**src/rtl/spi_pkg.sv**
```systemverilog
package spi_pkg;
  localparam int unsigned HALF_W = 7;
  localparam logic [1:0] A_CTRL = 2'd0;
  localparam logic [1:0] A_STAT = 2'd1;
  localparam logic [1:0] A_DATA = 2'd2;

  typedef struct packed {
    logic       ie;
    logic [2:0] rate;
    logic       pha;
    logic       pol;
    logic       master;
    logic       en;
  } ctrl_t;

  // System clocks per SCK half period for a rate code.
  function automatic logic [HALF_W-1:0] half_cycles(input logic [2:0] code);
    if (code > 3'd5) return HALF_W'(2);
    return HALF_W'(2) << code;
  endfunction
endpackage

```
**src/rtl/spi_rate_gen.sv**
```systemverilog
module spi_rate_gen
  import spi_pkg::*;
(
  input  logic       clk,
  input  logic       rst_n,
  input  logic       run,
  input  logic [2:0] code,
  output logic       tick
);
  logic [HALF_W-1:0] cnt;
  logic [HALF_W-1:0] lim;

  assign lim  = half_cycles(code) - HALF_W'(1);
  assign tick = run && (cnt == lim);

  always_ff @(posedge clk or negedge rst_n) begin
    if (!rst_n)           cnt <= '0;
    else if (!run || tick) cnt <= '0;
    else                  cnt <= cnt + HALF_W'(1);
  end

  a_r2_count_in_range: assert property (@(posedge clk) disable iff (!rst_n)
    run |-> cnt <= lim);
endmodule

```
**src/rtl/spi_shift_engine.sv**
```systemverilog
module spi_shift_engine #(
  parameter int unsigned W = 8
) (
  input  logic         clk,
  input  logic         rst_n,
  input  logic         en,
  input  logic         master,
  input  logic         pol,
  input  logic         pha,
  input  logic         load,
  input  logic [W-1:0] load_data,
  input  logic         abort,
  input  logic         tick,
  input  logic         sck_in,
  input  logic         sel,
  input  logic         din,
  output logic         run,
  output logic         busy,
  output logic         sck_drv,
  output logic         dout,
  output logic         done,
  output logic [W-1:0] rx
);
  localparam int unsigned EDGES = 2 * W;
  localparam int unsigned CW    = $clog2(EDGES + 1);

  logic [CW-1:0] ecnt;
  logic [W-1:0]  sh;
  logic          sck_q;
  logic          sl_edge, m_edge, edge_ev, first, capture, last;

  assign sl_edge = en && !master && sel && (sck_in != sck_q);
  assign m_edge  = en && master && run && tick;
  assign edge_ev = m_edge || sl_edge;
  assign first   = !ecnt[0];
  assign capture = edge_ev && (first ^ pha);
  assign last    = edge_ev && (ecnt == CW'(EDGES - 1));
  assign done    = last && !load && !abort;
  assign rx      = capture ? {sh[W-2:0], din} : sh;
  assign busy    = run || (ecnt != '0);
  assign sck_drv = pol ^ ecnt[0];

  always_ff @(posedge clk or negedge rst_n) begin
    if (!rst_n) sck_q <= 1'b0;
    else        sck_q <= sck_in;
  end

  always_ff @(posedge clk or negedge rst_n) begin
    if (!rst_n) begin
      ecnt <= '0;
      sh   <= '0;
      dout <= 1'b0;
      run  <= 1'b0;
    end else if (load) begin
      sh   <= load_data;
      dout <= load_data[W-1];
      run  <= master;
      ecnt <= '0;
    end else if (abort || !en || (!master && !sel)) begin
      ecnt <= '0;
      run  <= 1'b0;
    end else if (edge_ev) begin
      if (capture) sh   <= {sh[W-2:0], din};
      else         dout <= sh[W-1];
      if (last) begin
        ecnt <= '0;
        run  <= 1'b0;
      end else begin
        ecnt <= ecnt + CW'(1);
      end
    end
  end

  a_r3_edge_range: assert property (@(posedge clk) disable iff (!rst_n)
    ecnt < CW'(EDGES));
  a_r2_edge_needs_tick: assert property (@(posedge clk) disable iff (!rst_n)
    (en && master && !tick && !load && !abort) |=> $stable(ecnt));
endmodule

```
**src/rtl/spi_port.sv**
```systemverilog
module spi_port
  import spi_pkg::*;
#(
  parameter int unsigned DW = 8
) (
  input  logic          clk,
  input  logic          rst_n,
  input  logic [1:0]    bus_addr,
  input  logic          bus_wr,
  input  logic          bus_rd,
  input  logic [DW-1:0] bus_wdata,
  output logic [DW-1:0] bus_rdata,
  output logic          irq,
  input  logic          sck_i,
  output logic          sck_o,
  output logic          sck_oe,
  input  logic          mosi_i,
  output logic          mosi_o,
  output logic          mosi_oe,
  input  logic          miso_i,
  output logic          miso_o,
  output logic          miso_oe,
  input  logic          ss_n_i
);
  ctrl_t         ctrl;
  logic          done_f, wcol_f, ovr_f, modf_f;
  logic          sod, ssm, ssi, armed, fault_armed;
  logic [DW-1:0] rbuf;

  logic          ss_lvl, is_m, is_s;
  logic          wr_ctrl, wr_stat, wr_data, rd_stat, rd_data, data_acc;
  logic          fault_evt, load, wcol_evt, clr, ovr_evt;
  logic          tick, run, busy, sck_drv, dout, eng_done;
  logic [DW-1:0] rx;

  assign ss_lvl    = ssm ? ssi : ss_n_i;
  assign is_m      = ctrl.en && ctrl.master;
  assign is_s      = ctrl.en && !ctrl.master && !ss_lvl;
  assign wr_ctrl   = bus_wr && (bus_addr == A_CTRL);
  assign wr_stat   = bus_wr && (bus_addr == A_STAT);
  assign wr_data   = bus_wr && (bus_addr == A_DATA);
  assign rd_stat   = bus_rd && (bus_addr == A_STAT);
  assign rd_data   = bus_rd && (bus_addr == A_DATA);
  assign data_acc  = wr_data || rd_data;
  assign fault_evt = is_m && !ss_lvl;
  assign load      = wr_data && !busy && ctrl.en && !fault_evt;
  assign wcol_evt  = wr_data && busy;
  assign clr       = data_acc && armed;
  assign ovr_evt   = eng_done && done_f && !clr;

  spi_rate_gen u_rate (
    .clk  (clk),
    .rst_n(rst_n),
    .run  (run),
    .code (ctrl.rate),
    .tick (tick)
  );

  spi_shift_engine #(.W(DW)) u_eng (
    .clk      (clk),
    .rst_n    (rst_n),
    .en       (ctrl.en),
    .master   (ctrl.master),
    .pol      (ctrl.pol),
    .pha      (ctrl.pha),
    .load     (load),
    .load_data(bus_wdata),
    .abort    (fault_evt),
    .tick     (tick),
    .sck_in   (sck_i),
    .sel      (!ss_lvl),
    .din      (ctrl.master ? miso_i : mosi_i),
    .run      (run),
    .busy     (busy),
    .sck_drv  (sck_drv),
    .dout     (dout),
    .done     (eng_done),
    .rx       (rx)
  );

  // Control register and mode fault
  always_ff @(posedge clk or negedge rst_n) begin
    if (!rst_n) begin
      ctrl        <= '0;
      modf_f      <= 1'b0;
      fault_armed <= 1'b0;
    end else begin
      if (wr_ctrl) ctrl <= ctrl_t'(bus_wdata);
      if (fault_evt) begin
        ctrl.en     <= 1'b0;
        ctrl.master <= 1'b0;
        modf_f      <= 1'b1;
      end else if (wr_ctrl && fault_armed) begin
        modf_f <= 1'b0;
      end
      if (wr_ctrl)                fault_armed <= 1'b0;
      else if (rd_stat && modf_f) fault_armed <= 1'b1;
    end
  end

  // Status configuration bits, transfer flags and read buffer
  always_ff @(posedge clk or negedge rst_n) begin
    if (!rst_n) begin
      {sod, ssm, ssi}          <= '0;
      {done_f, wcol_f, ovr_f}  <= '0;
      armed                    <= 1'b0;
      rbuf                     <= '0;
    end else begin
      if (wr_stat) {sod, ssm, ssi} <= bus_wdata[6:4];
      if (eng_done)  done_f <= 1'b1;
      else if (clr)  done_f <= 1'b0;
      if (wcol_evt)  wcol_f <= 1'b1;
      else if (clr)  wcol_f <= 1'b0;
      if (ovr_evt)   ovr_f  <= 1'b1;
      else if (clr)  ovr_f  <= 1'b0;
      if (eng_done && !ovr_evt) rbuf <= rx;
      if (clr) armed <= 1'b0;
      else if (rd_stat && (done_f || wcol_f || ovr_f)) armed <= 1'b1;
    end
  end

  always_comb begin
    case (bus_addr)
      A_CTRL:  bus_rdata = DW'(ctrl);
      A_STAT:  bus_rdata = DW'({1'b0, sod, ssm, ssi, modf_f, ovr_f, wcol_f, done_f});
      A_DATA:  bus_rdata = rbuf;
      default: bus_rdata = '0;
    endcase
  end

  assign irq     = ctrl.ie && done_f;
  assign sck_o   = is_m ? sck_drv : ctrl.pol;
  assign sck_oe  = is_m;
  assign mosi_o  = dout;
  assign mosi_oe = is_m && !sod;
  assign miso_o  = dout;
  assign miso_oe = is_s && !sod;

  a_r4_done_follows_end: assert property (@(posedge clk) disable iff (!rst_n)
    eng_done |=> done_f);
  a_r5_collision_flag: assert property (@(posedge clk) disable iff (!rst_n)
    wcol_evt |=> wcol_f);
  a_r6_overrun_keeps_buf: assert property (@(posedge clk) disable iff (!rst_n)
    ovr_evt |=> (ovr_f && $stable(rbuf)));
  a_r7_no_clear_unarmed: assert property (@(posedge clk) disable iff (!rst_n)
    (data_acc && !armed && done_f) |=> done_f);
  a_r8_fault_drops_master: assert property (@(posedge clk) disable iff (!rst_n)
    fault_evt |=> (modf_f && !ctrl.en && !ctrl.master));
  a_r11_output_disable: assert property (@(posedge clk) disable iff (!rst_n)
    sod |-> (!mosi_oe && !miso_oe));
  a_r12_end_beats_clear: assert property (@(posedge clk) disable iff (!rst_n)
    (eng_done && clr) |=> (done_f && !ovr_f));
endmodule

```
**config.mk**
```make
export PLATFORM = sky130hd
export DESIGN_NAME = spi_port
export DESIGN_NICKNAME = d
export VERILOG_FILES = /design/src/rtl/spi_pkg.sv /design/src/rtl/spi_rate_gen.sv /design/src/rtl/spi_shift_engine.sv /design/src/rtl/spi_port.sv
export SDC_FILE = /design/constraint.sdc
export NUM_CORES = 1
export LEC_CHECK = 0
export ABC_AREA = 1
export BUFFER_PORTS_ARGS = -buffer_cell sky130_fd_sc_hd__clkbuf_2
export CORE_AREA = 2 2 71 73
export CTS_CLUSTER_SIZE = 8
export DETAILED_ROUTE_END_ITERATION = 16
export DIE_AREA = 0 0 73 75
export GPL_ROUTABILITY_DRIVEN = 0
export PLACE_DENSITY = 0.87
export SLEW_MARGIN = 20
export SYNTH_ARGS = -nofsm -noshare
export SYNTH_HDL_FRONTEND = slang
export SYNTH_SLANG_ARGS = --single-unit
export TNS_END_PERCENT = 1
```
**constraint.sdc**
```tcl
create_clock -name clk -period 5.3 [get_ports clk]
set_input_delay 0.53 -clock clk [delete_from_list [all_inputs] [get_ports clk]]
set_output_delay 0.53 -clock clk [all_outputs]
set_load 0.02 [all_outputs]
```
; ---- Word level (Yosys, flattened, before mapping)
; Cells that the tools add are included.
[totals]
output_inout_bits = 15
word_cells = 138
register_bits = 48
inputBits = 18
[classes]
eq_ne = 7
muxes = 36
shift = 1
magnitude_cmp = 1
reduce_logical = 66
n_addsub = 3
bitwise_logic = 2
[op_table]
columns = cell, n
row1 = $logic_and A1 B1 Y1, 32
row2 = $mux W8, 4
row3 = $pmux W8 S3, 1
row4 = $mux W1, 22
row5 = $mux W7, 3
row6 = $mux W5, 4
row7 = $reduce_bool A2 Y1, 8
row8 = $logic_not A1 Y1, 11
row9 = $logic_or A1 B1 Y1, 8
row10 = $add A7 B1 Y7 const B, 1
row11 = $eq A7 B7 Y1, 1
row12 = $shl A2 B3 Y7 const A, 1
row13 = $sub A7 B1 Y7 const B, 1
row14 = $reduce_bool A3 Y1, 2
row15 = $add A5 B1 Y5 const B, 1
row16 = $eq A5 B4 Y1 const B, 1
row17 = $reduce_bool A5 Y1, 1
row18 = $mux W2, 2
row19 = $ne A2 B1 Y1 const B, 2
row20 = $reduce_and A2 Y1, 2
row21 = $gt A3 B3 Y1 const B, 1
row22 = $reduce_and A3 Y1, 1
row23 = $eq A2 B1 Y1 const B, 1
row24 = $eq A2 B2 Y1 const B, 1
row25 = 3 further kinds, 4

; ---- Longest topological paths before layout
; Gate-level depths: netlist (run 1).
[depth]
word_depth = 15
ltp_mapped = 18
ltp_nobuf = 18

; ---- By module
; From an unflattened synthesis (run 1), not the netlist that was laid out.
[unflattened]
cells_unflattened = 385
hier_area_um2 = 2824.0
[modules_own_cells]
columns = module, seq_area_each_um2, cells_per_inst, instances, area_per_inst_um2
row1 = spi_port, 625.6, 164, 1, 1252.5
row2 = spi_shift_engine, 400.4, 148, 1, 1046.0
row3 = spi_rate_gen, 175.2, 73, 1, 525.5

; ---- Worst setup path after synthesis (run 1)
; Ideal clock, no wire load.
[synth_path]
path_type = reg-to-reg
startpoint = register ctrl[5] (netlist name)
endpoint = register u_eng.dout
slack_ps = 3255
required_time_ps = 5173
stages_incl_launch_ff = 18
path_buffers = 1
period_less_slack_ps = 2045
setup_ps = 127
t_arrival_ps = 1919
cell_sequence = dfrtp_1 > inv_2 > nand2_1 > nand3_2 > ha_1 > nand2_1 > inv_1 > nor2_1 > nand2_1 > nand2_1 > nand2_1 > nor2_4 > nand3_4 > nand2_8 > buf_12 > nand2_2 > o21bai_1 > nand3b_1
[synth_via]
elab_chain_cells = 11
elab_cells_between_ends = 13
classes_between = 1 x add/sub / 1 x order compare / 2 x eq/ne / 1 x shift / 2 x mux / 6 x reduce/logical
[synth_rtl]
columns = item, line
row1 = "start, declared", spi_port.sv:25  ; ctrl_t ctrl;
row2 = "start signal, assigned", spi_port.sv:88  ; if (wr_ctrl) ctrl <= ctrl_t'(bus_wdata);
row3 = $gt A3 B3 Y1, spi_pkg.sv:18  ; if (code > 3'd5) return HALF_W'(2);
row4 = $mux W1, spi_pkg.sv:18
row5 = $mux W7 (*), spi_pkg.sv:19  ; return HALF_W'(2) << code;
row6 = $sub A7 B1 Y7 (*), spi_rate_gen.sv:13  ; assign lim = half_cycles(code) - HALF_W'(1);
row7 = $eq A7 B7 Y1 (*), spi_rate_gen.sv:14  ; assign tick = run && (cnt == lim);
row8 = $logic_and A1 B1 Y1 (*), spi_rate_gen.sv:14
row9 = $logic_and A1 B1 Y1 (*), spi_shift_engine.sv:33  ; assign m_edge = en && master && run && tick;
row10 = $logic_or A1 B1 Y1 (*), spi_shift_engine.sv:34  ; assign edge_ev = m_edge || sl_edge;
row11 = $logic_and A1 B1 Y1, spi_shift_engine.sv:36  ; assign capture = edge_ev && (first ^ pha);
row12 = $ne A2 B1 Y1 (no source line), n/a
row13 = $reduce_and A3 Y1 (no source line) (*), n/a
row14 = "end signal, assigned", spi_shift_engine.sv:56  ; dout <= load_data[W-1];
row15 = "end signal, assigned", spi_shift_engine.sv:64  ; else dout <= sh[W-1];
row16 = "end, declared", spi_shift_engine.sv:20  ; output logic dout,
; Mark *: on every way between the ends. The rest lies on a longest branch, timed or not.
; A chain may end at the register's enable or synchronous reset.

; ---- Worst setup path after layout (run 1)
[layout_path]
startpoint = register ctrl[5] (netlist name)
endpoint = register u_eng.sh[7]
[layout_via]
elab_chain_cells = 13
elab_cells_between_ends = 16
classes_between = 1 x add/sub / 1 x order compare / 1 x eq/ne / 1 x shift / 6 x mux / 6 x reduce/logical
[layout_rtl]
columns = item, line
row1 = $gt A3 B3 Y1, spi_pkg.sv:18
row2 = $mux W1, spi_pkg.sv:18
row3 = $mux W7 (*), spi_pkg.sv:19
row4 = $sub A7 B1 Y7 (*), spi_rate_gen.sv:13
row5 = $eq A7 B7 Y1 (*), spi_rate_gen.sv:14
row6 = $logic_and A1 B1 Y1 (*), spi_rate_gen.sv:14
row7 = $logic_and A1 B1 Y1 (*), spi_shift_engine.sv:33
row8 = $logic_or A1 B1 Y1 (*), spi_shift_engine.sv:34
row9 = $logic_and A1 B1 Y1, spi_shift_engine.sv:36
row10 = $mux W8 (4 in series), n/a
row11 = "end signal, assigned", spi_shift_engine.sv:55  ; sh <= load_data;
row12 = "end signal, assigned", spi_shift_engine.sv:63  ; if (capture) sh <= {sh[W-2:0], din};
row13 = "end, declared", spi_shift_engine.sv:28  ; logic [W-1:0] sh;
; Mark *: on every way between the ends. The rest lies on a longest branch, timed or not. The select of a mux whose other input is x is not followed.

==> out/qor.csv, run 1 <==
stage,metric,value,unit
finish,Multi-input gate area,1356,um2
clock_tree,Clock Sinks,48,
synthesis,"Top FF cell, synth",dfrtp_1,
setup_path,"Largest stage delay, worst path",430,ps
global_route,largest net degree at the start of global routing,49,
clock_tree,post_cts resized,0,
sta,final setup fails,0,
clock_tree,postcts setup bufs,0,
route,wire length on met2,3.002,mm
route,Met3 Routed Length,435,um
setup_path,Worst R2R Path Depth,17,
pwr,P_sw,0.4498,mW
floorplan,core area,4661,um2
route,vias,2513,
sta,PnR worst setup slack,2930,ps
synthesis,most frequent cell after synthesis,nand2_1,
route,drt wl/cell,14.04,um
setup_path,CP max stage cell,dfrtp_1,
clock_tree,TritonCTS clock tree,done,
status,status,completed,
sta,Final Hold Vio Count,0,
placed_design,worst slack at placement,2971,ps
route,DRC violations left,0,
clock_tree,Root Buffer,clkbuf_8,
pwr,sequential cell fraction of total power,45.0,%
setup_path,Worst Path Buf+Inv,2,
setup_path,CP Max Fanout,18,
sta,Final min period,2370,ps
clock_tree,H-tree depth,2,
global_route,Tot GR Track Use,25.44,%
sta,skew final,3.695,ps
setup_path,critical path arrival,2560,ps
sta,setup TNS,0,ps
synthesis,synth warn,0,
pwr,Pint,0.6504,mW
setup_path,startpoint types,flip-flop,
synthesis,Synth area leader,dfrtp_1,
floorplan,IO Pins,33,
pwr,Sw Ratio,40.89,%
pwr,pwr dens,360.2,nW/um2
floorplan,die span in y,75,um
setup_path,CP cell instances,"inv_2, nand2_1, nand3_2, ha_1, inv_1, nand2_1, nand3_1, nor2_1, nand2_1, nor2_4, nand3_4, nand2_8, nand2_4, nand2_1, nand2_1, nand2_1, nand2_1",
sta,Least-Margin Pin Slew,838.9,ps
synthesis,top cells by area in the synthesized netlist,"dfrtp_1 43%, nand2_1 17%, inv_1 5.3%, nand3_1 4.5%, nor2_1 3.5%",
setup_path,worst path required time,5490,ps
synthesis,post-synth net total,381,
clock_tree,hold buffers post-CTS,0,
setup_path,Crit path depth,17,
setup_path,r2r setup slk,2930,ps
flow_run,max cap viols,0,
synthesis,Syn Area/Cell,7.702,um2
placed_design,Inst Count DP,444,
synthesis,Async SR Flop Fraction,100.0,%
global_route,initial antenna violation count,0,
clock_tree,maximum root-to-sink buffer count,2,
route,via/cell ratio,5.572,
synthesis,top cell type's share of synthesized area,43.44,%
synthesis,Synth cell types,40,
setup_path,CP dominant cell by count,nand2_1,
floorplan,FP Rows,25,
clock_tree,clk slew on worst S/H paths,90,ps
pwr,static leakage,1.595,nW
synthesis,"EDFF count, synth",0,
finish,Synth-to-Final Area Change,10.45,%
clock_tree,Worst-Skew Late Latency,300,ps
route,Metal-1 WL,2.829,mm
route,drt first pass iters,5,
placed_design,PortBufs,32,
synthesis,post-synthesis register bit count,48,
route,max layer used,met4,
sta,Rel. slew slack,43.67,%
placed_design,Placed Area,2973,um2
pwr,part of the power in the clock network,19.1,%
route,Detail Route Antenna Nets,0,
synthesis,post-synthesis sequential area ratio,43.44,%
sta,Tcrit/Tclk final,44.71,%
floorplan,Die Area,5475,um2
finish,layout cells sized above 1,17.63,%
finish,flip-flop and latch area,1201,um2
finish,"Design Area, Final",3054,um2
clock_tree,Num CTS Buffers,5,
setup_path,CP top delay family,simple AND/OR/NAND/NOR gates,
sta,final-report max-slew violation count,0,
setup_path,Setup crit end kind,flip-flop,
route,initial DRC count,196,
finish,FILL cells,381,
sta,unrepaired setup endpoints after global routing,no,
finish,fin cells,451,
floorplan,Initial Utilization,59.33,%
pwr,Max VDD drop,276.3,uV
route,DRT Wirelength,6.334,mm
synthesis,synthesized area,2765,um2
placed_design,Post-DP HPWL,4.923,mm
synthesis,cell count after synthesis,359,
setup_path,Setup CP Type,reg -> reg,
global_route,grt ovf,0,
worst_hold_path,worst min-delay path class,in -> async,
synthesis,Synth top cells by count,"127 x nand2_1, 48 x dfrtp_1, 39 x inv_1",
finish,nets,419,
global_route,first-pass GRT wire length,10.63,mm
sta,Fmax,422.0,MHz
floorplan,Die Width,73,um
pwr,Comb power frac,36.0,%
finish,ant diodes,0,
global_route,number of global-route vias before repair,2324,
## placed cells by master, fill, tap and decap left out, types with 2 or more instances in the layout
cell type	count
nor3_1	2
nand3_2	4
nand2_1	127
inv_2	7
a21oi_1	7
o21ai_0	12
nand3_1	25
nand2_2	5
nand4_1	8
nand3b_1	2
o21ai_1	4
inv_1	39
clkbuf_8	5
nor2_4	4
xor2_1	6
ha_1	4
nor2_2	2
nor2_1	26
clkbuf_2	32
dfrtp_1	48
clkinv_1	2
o221ai_1	4
nor3b_1	2
## through the flow
step	power, mW	utilization, %	hold WS [ps]
detailed placement	0.8920	63.79	470.0
global placement	0.8816	63.79	469.5
finish	1.100	65.53	310.8
floorplan	0.7872	-	234.4
global route	1.173	65.53	359.7
CTS	1.102	65.53	339.6
## routing by layer
layer  vias to the layer above  track usage, %
li1                       1232               -
met1                      1186           36.27
met2                        88           40.04
met3                         7           4.685
met4                         0           7.202
met5                         -               0
## power by group through the flow
stage	Clock [mW]	Sequential [mW]	Combinational, mW
floorplan	0	0.486	0.301
global placement	0	0.497	0.385
detailed placement	0	0.500	0.392
CTS	0.215	0.493	0.394
global route	0.227	0.504	0.442
finish	0.210	0.495	0.396
## sequential cells by signal, indices dropped and copies added, names as in the netlist, 5 cells and up
register and flops:
ctrl 8, rbuf 8, u_eng.sh 8, u_rate.cnt 7, u_eng.ecnt 5
## worst paths after layout
kind,from,end
max,ctrl[5],u_eng.sh[7]
max reg2reg,ctrl[5],u_eng.sh[7]
min reg2reg,rbuf[2],rbuf[2]
max in group asynchronous,rst_n,u_eng.ecnt[4]
min,rst_n,u_rate.cnt[5]
min in group clk,sck_i,u_eng.sck_q
## logic make-up after synthesis
kind of cell,Yosys count,synth area share [%]
simple gates,212,35.97
buf+inv,50,7.512
flops,48,43.44
compound gates,36,8.281
xor+xnor,7,2.217
fa+ha+maj,4,1.810
mux,2,0.7692
## area by class of cell
type | instances | share of cell area, %
Clock buffer | 5 | 2.253
Sequential cell | 48 | 39.33
Timing Repair Buffer | 33 | 5.490
Clock inverter | 2 | 0.4097
Multi-Input combinational cell | 261 | 44.41
Tap cell | 54 | 2.212
Inverter | 48 | 5.899
No activity file was read; power rests on OpenSTA's default activity.
==> inputs of run 2 (changes only) <==
- CORE_AREA: 2 2 71 73 -> 2 2 73 75
- DIE_AREA: 0 0 73 75 -> 0 0 75 77
- PLACE_DENSITY: 0.87 -> 0.83
- clock period: 5.3 -> 2.35 ns (I/O delays scaled with it)
==> run 2 against run 1 <==
  * Power rose by 140%
  * Sequential power rose by 130%
  * Combinational power grew to 2.6 times the previous value
  * Fmax up 4.7%
  * Cell count up 6.7%
  * Count of clock-buffer cells in the layout grew 1
  * Critical endpoint is now u_eng.dout
  * Routed wire length grew 6.7%
==> out/qor.csv, run 2 (synthesis gave the netlist of run 1 again) <==
stage,metric,value,unit
placed_design,Inst Count DP,464,
worst_hold_path,Hold Path Origin,sck_i,
worst_hold_path,Hold Crit Depth,1,
setup_path,Setup crit end kind,flip-flop,
floorplan,Die Width,75,um
global_route,Tot GR Track Use,24.82,%
floorplan,core area,4977,um2
pwr,Tot Pwr,2.648,mW
setup_path,Setup CP Type,reg -> reg,
worst_hold_path,Hold Path End,u_eng.sck_q,
floorplan,IO Pins,33,
floorplan,Initial Utilization,55.56,%
pwr,pwr dens,809.5,nW/um2
finish,"commonest non-fill, non-tap cells in the layout","125 x nand2_1, 46 x dfrtp_1, 38 x inv_1",
setup_path,FF-to-FF End,u_eng.dout,
setup_path,worst path required time,2530,ps
sta,Hold WS,58.89,ps
clock_tree,Root Buffer,clkbuf_8,
sta,final-report max-slew violation count,0,
finish,FILL cells,413,
clock_tree,TritonCTS clock tree,done,
route,initial DRC count,183,
route,drt first pass iters,6,
pwr,static leakage,1.687,nW
global_route,largest net degree at the start of global routing,27,
finish,utilization after layout,65.71,%
finish,flip-flop and latch area,1204,um2
route,Detail Route Antenna Nets,0,
finish,Synth-to-Final Area Change,18.28,%
global_route,grt ovf,0,
setup_path,startpoint types,flip-flop,
floorplan,die span in y,77,um
finish,layout cells sized above 1,22.14,%
pwr,Max VDD drop,443.3,uV
setup_path,r2r setup slk,90,ps
clock_tree,Clock Sinks,48,
setup_path,CP Max Fanout,7,
finish,top flop regs,"ctrl: 8 flops, rbuf: 8 flops, u_eng.sh: 8 flops",
sta,Rel. slew slack,61.30,%
finish,Multi-input gate area,1423,um2
placed_design,PortBufs,32,
sta,Least-Margin Pin Slew,580.4,ps
clock_tree,Num CTS Buffers,5,
finish,"Design Area, Final",3271,um2
sta,Tcrit/Tclk final,96.29,%
setup_path,RR Startpoint,ctrl[5],
status,status,completed,
finish,"commonest non-fill, non-tap cell in the layout",nand2_1,
worst_hold_path,worst min-delay path class,in -> reg,
finish,ant diodes,0,
global_route,first-pass GRT wire length,10.98,mm
sta,Fmax,441.9,MHz
clock_tree,clk slew on worst S/H paths,90,ps
floorplan,FP Rows,26,
flow_run,max cap viols,0,
floorplan,Die Area,5775,um2
sta,unrepaired setup endpoints after global routing,yes,
route,DRC violations left,0,
sta,PnR worst setup slack,87.12,ps
sta,final setup fails,0,
sta,setup TNS,0,ps
placed_design,worst slack at placement,5.783,ps
sta,Final Hold Vio Count,0,
setup_path,critical path arrival,2440,ps
route,DRT Wirelength,6.757,mm
global_route,number of global-route vias before repair,2419,
sta,Final min period,2263,ps
global_route,initial antenna violation count,0,
clock_tree,H-tree depth,2,
clock_tree,Worst-Skew Late Latency,300,ps
route,via/cell ratio,5.351,
finish,nets,433,
clock_tree,maximum root-to-sink buffer count,2,
route,drt wl/cell,14.05,um
sta,skew final,11.73,ps
setup_path,Worst R2R Path Depth,16,
placed_design,Post-DP HPWL,5.083,mm
finish,fin cells,481,
route,vias,2574,
placed_design,Placed Area,3023,um2
run 2: area by class of cell:
type / count / area share [%]
clock buffer: 6 / 2.525
clock inverter: 1 / 0.2678
inverter: 48 / 5.662
multi-input combinational: 262 / 43.50
sequential: 48 / 36.80
tap: 70 / 2.678
timing repair buffer: 46 / 8.569
run 2: power by group:
part / switching, mW / internal [mW]
Combinational: 0.665 / 0.358
Clock: 0.268 / 0.235
Sequential: 0.141 / 0.980
run 2: routing by layer:
layer  track usage, %  vias up  wire length (um)
li1                 -     1262                 -
met1            33.82     1217              2842
met2            39.39       78              3305
met3            4.599       17               444
met4            8.214        0               164
met5                0        -                 0
run 2: what timing repair did:
item                       in CTS  in global routing
gates cloned                    0                  1
hold buffers                    1                  0
resized for setup               2                 13
buffers inserted                0                  8
pin swaps                       0                  6
hold endpoints to repair       22                  0
setup endpoints to repair       6                 21
run 2: critical path, stage by stage (launching register included):
cell and delay [ps]:
dfrtp_2 450, inv_4 70, nand2_2 90, nand3_4 90, ha_4 280, inv_2 30, nand2_1 50, nand3_1 70
nor2_1 100, nand2_1 90, nor2_4 120, nand3_4 130, nand2_8 150, buf_4 130, nand2_2 40, o21bai_1 140
nand3b_1 100
run 2: worst max-delay path by stage:
stage          startpoint          end  slack [ps]
3_5_place_dp      ctrl[5]      rbuf[7]           6
5_1_grt           ctrl[6]      rbuf[0]         -60
4_1_cts           ctrl[5]  u_eng.sh[5]          30
3_3_place_gp      ctrl[5]      rbuf[0]         110
2_1_floorplan     ctrl[5]   u_eng.dout         300
6_report          ctrl[5]   u_eng.dout          90
